[src/rtl/mac16_pkg.sv]
package mac16_pkg;
    localparam int WORD_W   = 16;
    localparam int PROD_W   = 2 * WORD_W;
    localparam int NUM_REGS = 8;
    localparam int STEP     = WORD_W / 8;

    // Register slots in the window; slot k sits at BASE + STEP*k.
    localparam int SLOT_OP2 = 4;
    localparam int SLOT_RLO = 5;
    localparam int SLOT_RHI = 6;
    localparam int SLOT_EXT = 7;

    // Bit 0 = signed, bit 1 = accumulate; slot index 0..3 maps straight onto it.
    typedef enum logic [1:0] {
        MODE_UMUL = 2'b00,
        MODE_SMUL = 2'b01,
        MODE_UMAC = 2'b10,
        MODE_SMAC = 2'b11
    } mac_mode_e;

    typedef struct packed {
        logic [PROD_W-1:0] res;
        logic [PROD_W-1:0] acc;
        logic              carry;
    } mac_state_t;

    function automatic logic mode_signed(mac_mode_e m);
        return m[0];
    endfunction

    function automatic logic mode_accum(mac_mode_e m);
        return m[1];
    endfunction

    function automatic logic [PROD_W-1:0] widen(logic [WORD_W-1:0] v, logic sgn);
        return sgn ? {{WORD_W{v[WORD_W-1]}}, v} : {{WORD_W{1'b0}}, v};
    endfunction
endpackage

[src/rtl/mac16_decode.sv]
module mac16_decode
    import mac16_pkg::*;
#(
    parameter int ADDR_W    = 16,
    parameter int BASE_ADDR = 'h130
) (
    input  logic [ADDR_W-1:0]   addr,
    output logic [NUM_REGS-1:0] hit
);
    for (genvar k = 0; k < NUM_REGS; k++) begin : g_slot
        localparam logic [ADDR_W-1:0] SLOT_ADDR = ADDR_W'(BASE_ADDR + STEP * k);
        assign hit[k] = (addr == SLOT_ADDR);
    end
endmodule

[src/rtl/mac16_mult.sv]
module mac16_mult
    import mac16_pkg::*;
(
    input  logic [WORD_W-1:0] a,
    input  logic [WORD_W-1:0] b,
    input  logic              sgn,
    output logic [PROD_W-1:0] prod
);
    logic [PROD_W-1:0] wa, wb;

    // Widening both operands to the product width makes the truncated
    // unsigned product correct for two's complement as well.
    assign wa   = widen(a, sgn);
    assign wb   = widen(b, sgn);
    assign prod = wa * wb;
endmodule

[src/rtl/mac16_next.sv]
module mac16_next
    import mac16_pkg::*;
(
    input  mac_state_t        cur,
    input  mac_mode_e         mode,
    input  logic              op2_wr,
    input  logic              lo_wr,
    input  logic [PROD_W-1:0] prod,
    input  logic [WORD_W-1:0] wdata,
    output mac_state_t        nxt
);
    logic [PROD_W:0] sum;

    assign sum = {1'b0, cur.acc} + {1'b0, prod};

    always_comb begin
        nxt = cur;
        if (op2_wr) begin
            if (mode_accum(mode)) begin
                nxt.acc   = sum[PROD_W-1:0];
                nxt.res   = sum[PROD_W-1:0];
                nxt.carry = ~mode_signed(mode) & sum[PROD_W];
            end else begin
                nxt.res   = prod;
                nxt.acc   = '0;
                nxt.carry = 1'b0;
            end
        end else if (lo_wr) begin
            nxt.res   = widen(wdata, mode_signed(mode));
            nxt.acc   = widen(wdata, mode_signed(mode));
            nxt.carry = 1'b0;
        end
    end
endmodule

[src/rtl/mac16_readmux.sv]
module mac16_readmux
    import mac16_pkg::*;
(
    input  logic                re,
    input  logic [NUM_REGS-1:0] hit,
    input  mac_state_t          st,
    input  mac_mode_e           mode,
    output logic [WORD_W-1:0]   rdata
);
    logic [WORD_W-1:0] ext;

    always_comb begin
        unique case (mode)
            MODE_UMUL: ext = '0;
            MODE_UMAC: ext = {{(WORD_W-1){1'b0}}, st.carry};
            default:   ext = {WORD_W{st.res[PROD_W-1]}};
        endcase
    end

    always_comb begin
        rdata = '0;
        if (re) begin
            if (hit[SLOT_RLO]) rdata = st.res[WORD_W-1:0];
            if (hit[SLOT_RHI]) rdata = st.res[PROD_W-1:WORD_W];
            if (hit[SLOT_EXT]) rdata = ext;
        end
    end
endmodule

[src/rtl/mmio_mac16.sv]
module mmio_mac16
    import mac16_pkg::*;
#(
    parameter int ADDR_W    = 16,
    parameter int BASE_ADDR = 'h130
) (
    input  logic              clk,
    input  logic              rst,
    input  logic [ADDR_W-1:0] bus_addr,
    input  logic              bus_we,
    input  logic [WORD_W-1:0] bus_wdata,
    input  logic              bus_re,
    output logic [WORD_W-1:0] bus_rdata
);
    logic [NUM_REGS-1:0] hit;
    logic [WORD_W-1:0]   op1_q;
    mac_mode_e           mode_q;
    logic [PROD_W-1:0]   res_q, acc_q;
    logic                carry_q;
    mac_state_t          cur, nxt;
    logic [PROD_W-1:0]   prod;
    logic                op1_wr;
    mac_mode_e           mode_sel;

    mac16_decode #(.ADDR_W(ADDR_W), .BASE_ADDR(BASE_ADDR)) u_dec (
        .addr (bus_addr),
        .hit  (hit)
    );

    // First four slots load operand 1; the slot index is the mode code.
    always_comb begin
        op1_wr   = 1'b0;
        mode_sel = mode_q;
        for (int k = 0; k < 4; k++) begin
            if (bus_we && hit[k]) begin
                op1_wr   = 1'b1;
                mode_sel = mac_mode_e'(k[1:0]);
            end
        end
    end

    mac16_mult u_mult (
        .a    (op1_q),
        .b    (bus_wdata),
        .sgn  (mode_signed(mode_q)),
        .prod (prod)
    );

    assign cur = '{res: res_q, acc: acc_q, carry: carry_q};

    mac16_next u_next (
        .cur    (cur),
        .mode   (mode_q),
        .op2_wr (bus_we && hit[SLOT_OP2]),
        .lo_wr  (bus_we && hit[SLOT_RLO]),
        .prod   (prod),
        .wdata  (bus_wdata),
        .nxt    (nxt)
    );

    always_ff @(posedge clk) begin
        if (rst) begin
            op1_q   <= '0;
            mode_q  <= MODE_UMUL;
            res_q   <= '0;
            acc_q   <= '0;
            carry_q <= 1'b0;
        end else begin
            if (op1_wr) begin
                op1_q  <= bus_wdata;
                mode_q <= mode_sel;
            end
            res_q   <= nxt.res;
            acc_q   <= nxt.acc;
            carry_q <= nxt.carry;
        end
    end

    mac16_readmux u_rd (
        .re    (bus_re),
        .hit   (hit),
        .st    (cur),
        .mode  (mode_q),
        .rdata (bus_rdata)
    );
endmodule

[config.mk]
export PLATFORM = sky130hd
export DESIGN_NAME = mmio_mac16
export DESIGN_NICKNAME = d
export VERILOG_FILES = /design/src/rtl/mac16_pkg.sv /design/src/rtl/mac16_decode.sv /design/src/rtl/mac16_mult.sv /design/src/rtl/mac16_next.sv /design/src/rtl/mac16_readmux.sv /design/src/rtl/mmio_mac16.sv
export SDC_FILE = /design/constraint.sdc
export NUM_CORES = 1
export LEC_CHECK = 0
export BUFFER_PORTS_ARGS = -buffer_cell sky130_fd_sc_hd__buf_2
export CAP_MARGIN = 20
export CORE_MARGIN = 2
export CORE_UTILIZATION = 24
export DETAILED_ROUTE_END_ITERATION = 8
export PLACE_DENSITY_LB_ADDON = 0.25
export SYNTH_ARGS = -nofsm -noshare
export SYNTH_HDL_FRONTEND = slang
export SYNTH_SLANG_ARGS = --single-unit
[constraint.sdc]
create_clock -name clk -period 16 [get_ports clk]
set_input_delay 2.4 -clock clk [delete_from_list [all_inputs] [get_ports clk]]
set_output_delay 2.4 -clock clk [all_outputs]
set_load 0.1 [all_outputs]
; Yosys cells after proc, flatten, opt, wreduce, memory -nomap -nowiden
; Index checks and enable logic that the tools add are counted.
[totals]
register_bits = 83
out_inout_bits = 16
word_cells = 46
[op_classes]
n_reduce_logical = 10
n_mul = 1
eq_ne = 9
add_sub_neg = 1
n_mux = 18
n_bitwise = 2
[ops]
columns = cell, count
row1 = 65-bit 2-to-1 mux, 3
row2 = "16-bit by 9-bit == test with 1-bit output, second input constant", 8
row3 = 16-bit 2-to-1 mux, 4
row4 = 32-bit 2-to-1 mux, 2
row5 = 32-bit by 32-bit adder with 33-bit output, 1
row6 = 32-bit by 32-bit multiplier with 32-bit output, 1
row7 = 16-bit one-hot mux with 2 select lines, 1
row8 = 2-bit 2-to-1 mux, 4
row9 = 1-bit logical AND, 6
row10 = 1-bit 2-to-1 mux, 4
row11 = 4-bit nonzero test, 1
row12 = "2-bit == test, second input constant", 1
row13 = 2-bit logical NOT, 1
row14 = 2-bit AND reduction, 1
row15 = 2-bit nonzero test, 1
row16 = 1-bit AND, 1
row17 = 1-bit inverter, 1

; Longest topological paths before layout
; Gate-level depths: netlist of run 1.
[depth]
depth_word = 7
mapped_depth = 38
depth_no_buf = 35

; Cells and area by module
; A second synthesis of run 1 with hierarchy kept.
[unflattened]
cells_unflattened = 2045
hier_area_um2 = 18575.3
[modules_own_cells]
columns = module, cells_per_inst, instances, area_per_inst_um2, seq_area_each_um2
row1 = mac16_mult, 1333, 1, 12717.2, 0.0
row2 = mac16_next, 426, 1, 2770.2, 0.0
row3 = mmio_mac16, 221, 1, 2466.1, 1661.6
row4 = mac16_readmux, 43, 1, 389.1, 0.0
row5 = mac16_decode, 22, 1, 232.7, 0.0

; Least setup slack after synthesis of run 1
; No wires, ideal clock.
[synth_path]
kind = input-to-reg
startpoint = input bus_wdata[8]
endpoint = register res_q[31]
setup_time_ns = 0.132
path_slack_ns = 5.151
path_buffers = 3
arrival_ns = 10.716
required_time_ns = 15.868
path_stages = 37
path_cell_list = clkbuf_1 clkbuf_1 nand2_1 fa_1 inv_1 fa_1 fa_1 inv_1 fa_1 inv_1 fa_1 inv_1 fa_1 inv_1 fa_1 fa_1 ha_1 clkbuf_1 nand2_1 o31ai_1 a31o_2 o21ai_0 nand2b_1 a2111oi_0 or3_1 xnor2_1 ha_1 and3_1 and3_1 a311oi_1 o21ai_0 a31oi_1 o211ai_1 o31ai_2 xnor2_1 a21oi_1 a21oi_1
[synth_between]
elab_chain_cells = 5
[synth_lines]
columns = element, line
row1 = from (decl), mmio_mac16.sv:11  ; input logic [WORD_W-1:0] bus_wdata,
row2 = 32-bit 2-to-1 mux (*), mac16_pkg.sv:36  ; return sgn ? {{WORD_W{v[WORD_W-1]}}, v} : {{WORD_W{1'b0}}, v};
row3 = 32-bit by 32-bit multiplier with 32-bit output (*), mac16_mult.sv:15  ; assign prod = wa * wb;
row4 = 32-bit by 32-bit adder with 33-bit output, mac16_next.sv:14  ; assign sum = {1'b0, cur.acc} + {1'b0, prod};
row5 = 65-bit 2-to-1 mux (*), mac16_next.sv:19  ; if (mode_accum(mode)) begin
row6 = 65-bit 2-to-1 mux (*), mac16_next.sv:18  ; if (op2_wr) begin
row7 = to (signal assigned), mmio_mac16.sv:73  ; res_q <= nxt.res;
row8 = to (decl), mmio_mac16.sv:18  ; logic [PROD_W-1:0] res_q, acc_q;
; Mark *: on every way between the ends. The rest lies on a longest branch, timed or not.
; A chain may end at the register's enable or synchronous reset.

; Worst setup path after layout of run 1
[layout_path]
startpoint = input bus_wdata[2]
endpoint = register res_q[31]
; Same word-level chain as after synthesis.

==> results of run 1 <==
-- per-stage QoR --
stage,util (%),area [um2],hold slack (ns)
finish,26.2,19400,0.466
global route,26.2,19400,0.497
CTS,26.2,19400,0.467
detailed placement,25.8,19100,0.457
global placement,25.8,19100,0.448
floorplan,-,17900,0.441
-- cells by family (layout without fill, tap and decap cells) --
kind of cell,Yosys count,after routing,share of synthesized area [%]
flops,83,83,9.31
compound gates,310,310,10.9
simple gates,565,565,15.9
mux,18,18,1.01
buf+inv,444,431,9.35
xor+xnor,92,92,4.51
fa+ha+maj,497,497,49.1
-- per-layer routing --
metal	wire (um)	vias to the layer above	part of all wire (%)	global-route usage, %
met3	2450	43	4.5	1.68
met2	24400	322	44	23.1
met5	0	-	0	0
met1	27300	6947	50	22.3
met4	799	0	1.5	2.88
li1	-	6282	-	-
-- worst max-delay path: cells and delay by family --
| kind | cells | cell delay (ns) |
|---|---|---|
| AOI/OAI and AO/OA | 10 | 1.93 |
| xor gates and xnor gates | 2 | 0.57 |
| adders and majority gates | 10 | 4.80 |
| buffers and inverters | 6 | 0.68 |
| and+or+nand+nor | 7 | 1.31 |
-- cells in the final DEF (no fill, tap or decap), drive strengths merged, types with 5 or more instances in the layout --
cell | synthesis | final
nor3 | 21 | 21
dfxtp | 83 | 83
a221oi | 5 | 5
nand2 | 175 | 175
o21ai | 59 | 59
xnor2 | 68 | 68
ha | 158 | 158
a31oi | 14 | 14
nor2b | 8 | 8
nor2 | 102 | 102
and2 | 185 | 185
xor2 | 24 | 24
a21o | 28 | 28
clkbuf | 92 | 11
inv | 347 | 349
nand4 | 9 | 9
o211a | 5 | 5
mux2i | 18 | 18
o221ai | 6 | 6
o21a | 8 | 8
buf | 5 | 68
o31ai | 5 | 5
and3 | 23 | 23
o21bai | 9 | 9
nand2b | 14 | 14
o22ai | 8 | 8
a21oi | 119 | 119
fa | 339 | 339
a211oi | 5 | 5
nand3 | 10 | 10
-- registers in the layout, indices dropped and copies added, names as in the netlist --
register,count
carry_q,1
acc_q,32
op1_q,16
res_q,32
mode_q,2
-- power by group --
part / total, uW / internal [uW] / switching [uW] / leakage (uW)
combinational: 27.4 / 4.38 / 23.0 / 0.00889
clock: 225 / 116 / 109 / 0.000144
sequential: 206 / 206 / 0.00735 / 0.000668
-- final cells by class --
cell class	count	area, um2	share of cell area [%]
inverters	347	1300	6.71
clock buffers	11	253	1.30
well taps	969	1210	6.25
repair buffers	68	403	2.08
clock inverters	5	45.0	0.232
multi-input cells	1482	14500	74.9
flip-flops and latches	83	1660	8.56
-- path summary, 6_finish.rpt --
| check | startpoint | end | slack (ns) | cells past startpoint |
|---|---|---|---|---|
| min reg2reg | acc_q[31] | acc_q[31] | 0.47 | 2 |
| max reg2reg | op1_q[15] | res_q[31] | 5.33 | 35 |
| max | bus_wdata[2] | res_q[31] | 4.53 | 35 |
| min | acc_q[31] | acc_q[31] | 0.47 | 2 |
==> results.py, run 1 <==
metrics = {
    "finish": {
        "nets": 2524,
        "diodes": 0,
        "n_fill_cell": 8020,
        "final_cells": 2965,
        "syn2layout_area_growth_pct": 8.73,
        "final_layout_size_suffix_gt1_share_pct": 4.71,
    },
    "clock_network": {
        "post_cts_resized": 0,
        "ctsLongestPathBuffers": 2,
        "cts_buffers": 9,
        "cts_setup_buffers": 0,
        "cts_sinks": 83,
        "hold_buffers": 0,
        "ctsRootBufferMaster": "clkbuf_16",
        "h-tree-depth": 3,
        "cts_tree": "built",
        "clkTransAtPathRegs_ns": 0.07,
        "clkLatencyLatePin_ns": 0.38,
    },
    "worst_setup_path": {
        "critPathMaxStageDelay_ns": 0.54,
        "crit_type": "input pin to flop",
        "crit_top_cell": "fa_1",
        "end_kind": "flop",
        "worstSetupStartpointType": "input pin",
        "worstPathRequired_ns": 16.24,
        "critPathSlowestCell": "fa_1",
        "arrival_ns": 11.71,
        "worst-path-max-fanout": 20,
    },
    "placement": {
        "dp_slack_ns": 4.20,
        "portBuffers": 51,
        "post-dp-hpwl_mm": 44.2,
        "globalplace.congestion": 0.861,
        "dpl.cell_count": 2948,
    },
    "pwr": {
        "p_leak_uw": 0.00970,
        "peakVddDrop_mv": 0.0498,
        "finalPower_uw": 459,
        "powerDensity_mw_per_mm2": 23.6,
    },
    "logic_synthesis": {
        "synthCells": 2009,
        "ys_seq_area_share_pct": 9.31,
        "avgSynthCellArea_um2": 8.89,
        "synthTopCellsByArea": "fa_1, ha_1, dfxtp_1",
        "synth-main-ff-cell": "dfxtp_1",
        "yosysWarnings": 0,
        "synth.top_cell.area_share_pct": 38.0,
        "yosys.area.top_type": "fa_1",
        "synth_nets": 2542,
        "async_flop_share_pct": 0,
        "synth-edff-count": 0,
        "ys_seq_elements": 83,
        "yosysUniqueCellTypes": 63,
        "synth_most_common_cell": "inv_1",
        "synthesis.area_mm2": 0.0179,
        "synthTopCellsByCount": "inv_1, fa_1, and2_1",
    },
    "timing": {
        "drv_slew": 0,
        "period_share_pct": 71.7,
        "setup_violations": 0,
        "fin_setup_tns_ns": 0,
        "max_freq_mhz": 87.2,
        "finClkSkew_ns": 0.0168,
        "min_period_ns": 11.47,
        "setup_ws_ns": 4.53,
        "slew_headroom_pct": 32.3,
        "hold_viol_final": 0,
        "worst_slew_pin_slew_ns": 1.01,
        "rsz0062_at_grt": "no",
    },
    "route": {
        "drc_errors": 0,
        "first_iter_violations": 811,
        "ant_nets": 0,
        "routedWlPerCell_um": 18.5,
        "wl_mm": 54.9,
        "drt-vias-per-instance": 4.58,
        "first_pass_iters": 5,
        "vias": 13600,
    },
    "global_route": {
        "grt_pass1_vias": 14800,
        "overflow": 0,
        "grt_pass1_wl_mm": 88.7,
        "antenna_found_initial": 1,
        "grt_max_degree": 47,
        "grt.total_usage_pct": 14.9,
    },
    "die": {
        "fp.dieH_um": 277,
        "ios": 52,
        "rows": 100,
        "die-area_mm2": 0.0766,
        "die_w_um": 277,
        "start_util_pct": 24.1,
        "core_mm2": 0.0741,
    },
    "status": {
        "status": "finished, final reports clean",
    },
    "worst_hold_path": {
        "min-delay-path-class": "flop to flop",
    },
    "run": {
        "drv_cap": 0,
    },
}
(Power assumes the default switching activity.)
==> run 2: changes to the inputs <==
- clock period: 16 -> 10.2 ns (I/O delays scaled with it)
==> run 2 against run 1 <==
Against the previous run:
- via count increased by 2.0%
- clock power increased by 61%
- combinational power increased by 99%
- critical path depth unchanged
- wire length increased by 3.2%
- flip-flop and latch count unchanged
- worst hold slack got worse by 0.0044 ns
- core utilization increased by 0.76 points
- worst setup slack got worse by 4.2 ns
- sequential share of layout area decreased by 0.24 points
==> results.py, run 2 (same netlist as run 1, synthesis figures left out) <==
metrics = {
    "clock_network": {
        "cts_tree": "built",
        "clkTransAtPathRegs_ns": 0.07,
        "ctsRootBufferMaster": "clkbuf_16",
        "h-tree-depth": 3,
        "clkLatencyLatePin_ns": 0.38,
        "cts_buffers": 9,
        "ctsLongestPathBuffers": 2,
        "hold_buffers": 0,
        "cts_sinks": 83,
    },
    "worst_setup_path": {
        "worst-path-max-fanout": 5,
        "crit_type": "input pin to flop",
        "r2r-start": "op1_q[15]",
        "crit_top_cell": "fa_1",
        "critPathSlowestCell": "fa_1",
        "timing.reg2reg.worst_path_depth": 37,
        "worstPathRequired_ns": 10.42,
        "crit_family": "adder cells",
        "r2r_end": "acc_q[27]",
        "end_kind": "flop",
        "critPathMaxStageDelay_ns": 0.56,
        "critPathBufInv": 7,
        "r2r_slack_ns": 0.88,
        "worstSetupStartpointType": "input pin",
        "arrival_ns": 10.07,
    },
    "route": {
        "first_iter_violations": 856,
        "drc_errors": 0,
        "vias": 13900,
        "routedWlPerCell_um": 18.7,
        "first_pass_iters": 5,
        "wl_mm": 56.7,
        "ant_nets": 0,
        "drt-vias-per-instance": 4.57,
    },
    "placement": {
        "dp_slack_ns": -0.203,
        "dpl.cell_count": 3018,
        "portBuffers": 51,
        "globalplace.congestion": 0.852,
        "post-dp-hpwl_mm": 46.4,
    },
    "run": {
        "drv_cap": 0,
    },
    "pwr": {
        "swShare_pct": 28.0,
        "pwr-share-seq_pct": 43.7,
        "power_switching_uw": 207,
        "powerDensity_mw_per_mm2": 37.1,
        "power.internal_uw": 534,
        "peakVddDrop_mv": 0.0723,
        "finalPower_uw": 741,
        "combPwrFrac_pct": 7.4,
        "clkPwrFrac_pct": 49.0,
        "p_leak_uw": 0.0101,
    },
    "global_route": {
        "grt_pass1_vias": 15100,
        "grt.total_usage_pct": 15.3,
        "overflow": 0,
        "grt_pass1_wl_mm": 90.6,
        "grt_max_degree": 51,
        "antenna_found_initial": 3,
    },
    "timing": {
        "period_share_pct": 96.5,
        "slew_headroom_pct": 22.6,
        "max_freq_mhz": 102,
        "finClkSkew_ns": 0.0242,
        "fin_setup_tns_ns": 0,
        "setup_violations": 0,
        "min_period_ns": 9.84,
        "worst_slew_pin_slew_ns": 1.16,
        "drv_slew": 0,
        "timing.hold.ws_ns": 0.462,
        "setup_ws_ns": 0.357,
        "hold_viol_final": 0,
    },
    "worst_hold_path": {
        "min_from": "acc_q[16]",
        "min-delay-path-class": "flop to flop",
        "min_to": "acc_q[16]",
        "hold_path_depth": 2,
    },
    "finish": {
        "seq_area_mm2": 0.00166,
        "final_cell_mix": "inv_1, fa_1, and2_1, nand2_1, ha_1",
        "nets": 2596,
        "syn2layout_area_growth_pct": 11.9,
        "top_regs": "acc_q: 32 flops, res_q: 32 flops, op1_q: 16 flops",
        "n_fill_cell": 7974,
        "final_cells": 3037,
        "multi_input_area_mm2": 0.0146,
        "final_layout_size_suffix_gt1_share_pct": 8.22,
        "final_common_cell": "inv_1",
    },
    "die": {
        "ios": 52,
        "die-area_mm2": 0.0766,
        "fp.dieH_um": 277,
        "die_w_um": 277,
        "start_util_pct": 24.1,
        "core_mm2": 0.0741,
        "rows": 100,
    },
    "status": {
        "status": "finished, final reports clean",
    },
}
==> run 2: cell type report <==
type	count	share of cell area [%]
Clock buffer	10	1.20
Multi-Input combinational cell	1482	72.9
Tap cell	969	6.07
Inverter	347	6.52
Antenna cell	1	0.0125
Clock inverter	5	0.307
Sequential cell	83	8.32
Timing Repair Buffer	140	4.66
==> run 2: per-stage QoR <==
stage          area (um2)  util [%]
6_report            20000      27.0
5_1_grt             20000      27.0
4_1_cts             19900      26.9
3_5_place_dp        19600      26.5
3_3_place_gp        19600      26.5
2_1_floorplan       17900         -
==> run 2: how the worst max path moves through the flow <==
| stage | cells after the start | start | to |
|---|---|---|---|
| finish | 35 | bus_wdata[3] | acc_q[27] |
| global route | 35 | bus_wdata[3] | acc_q[27] |
| CTS | 34 | bus_wdata[3] | res_q[31] |
| detailed placement | 34 | bus_wdata[3] | res_q[31] |
| global placement | 34 | bus_wdata[3] | res_q[31] |
| floorplan | 37 | bus_wdata[8] | res_q[31] |
==> run 2: power groups by stage <==
stage          registers [uW]  logic, uW  clock network, uW
2_1_floorplan             331       17.7                  0
3_3_place_gp              331       53.6                  0
3_5_place_dp              331       54.3                  0
4_1_cts                   324       54.5                375
5_1_grt                   324       57.6                385
6_report                  324       54.5                363
==> run 2: layer usage <==
layer  track usage [%]  wire length, um  share of wire (%)  vias to the layer above
met5                 0               13              0.023                        -
met4              1.76              527               0.93                        2
met3              1.93             2540                4.5                       32
met2              25.2            26500                 47                      291
met1              21.9            27100                 48                     7101
li1                  -                -                  -                     6438
==> run 2: timing repair <==
action	in CTS	in global routing
setup buffers	0	2
gates resized for setup	0	7
endpoints found under the setup margin	0	13
endpoints found under the hold margin	0	0
==> run 2: worst register-to-register path: cells and delay by family (launching register included) <==
kind / cells / cell delay [ns]
XOR/XNOR: 2 / 0.53
AND/OR/NAND/NOR: 8 / 1.40
adder cells (fa/ha/maj): 10 / 4.62
buffers and inverters: 8 / 0.78
flip-flops: 1 / 0.47
AO/OA/AOI/OAI: 9 / 1.36
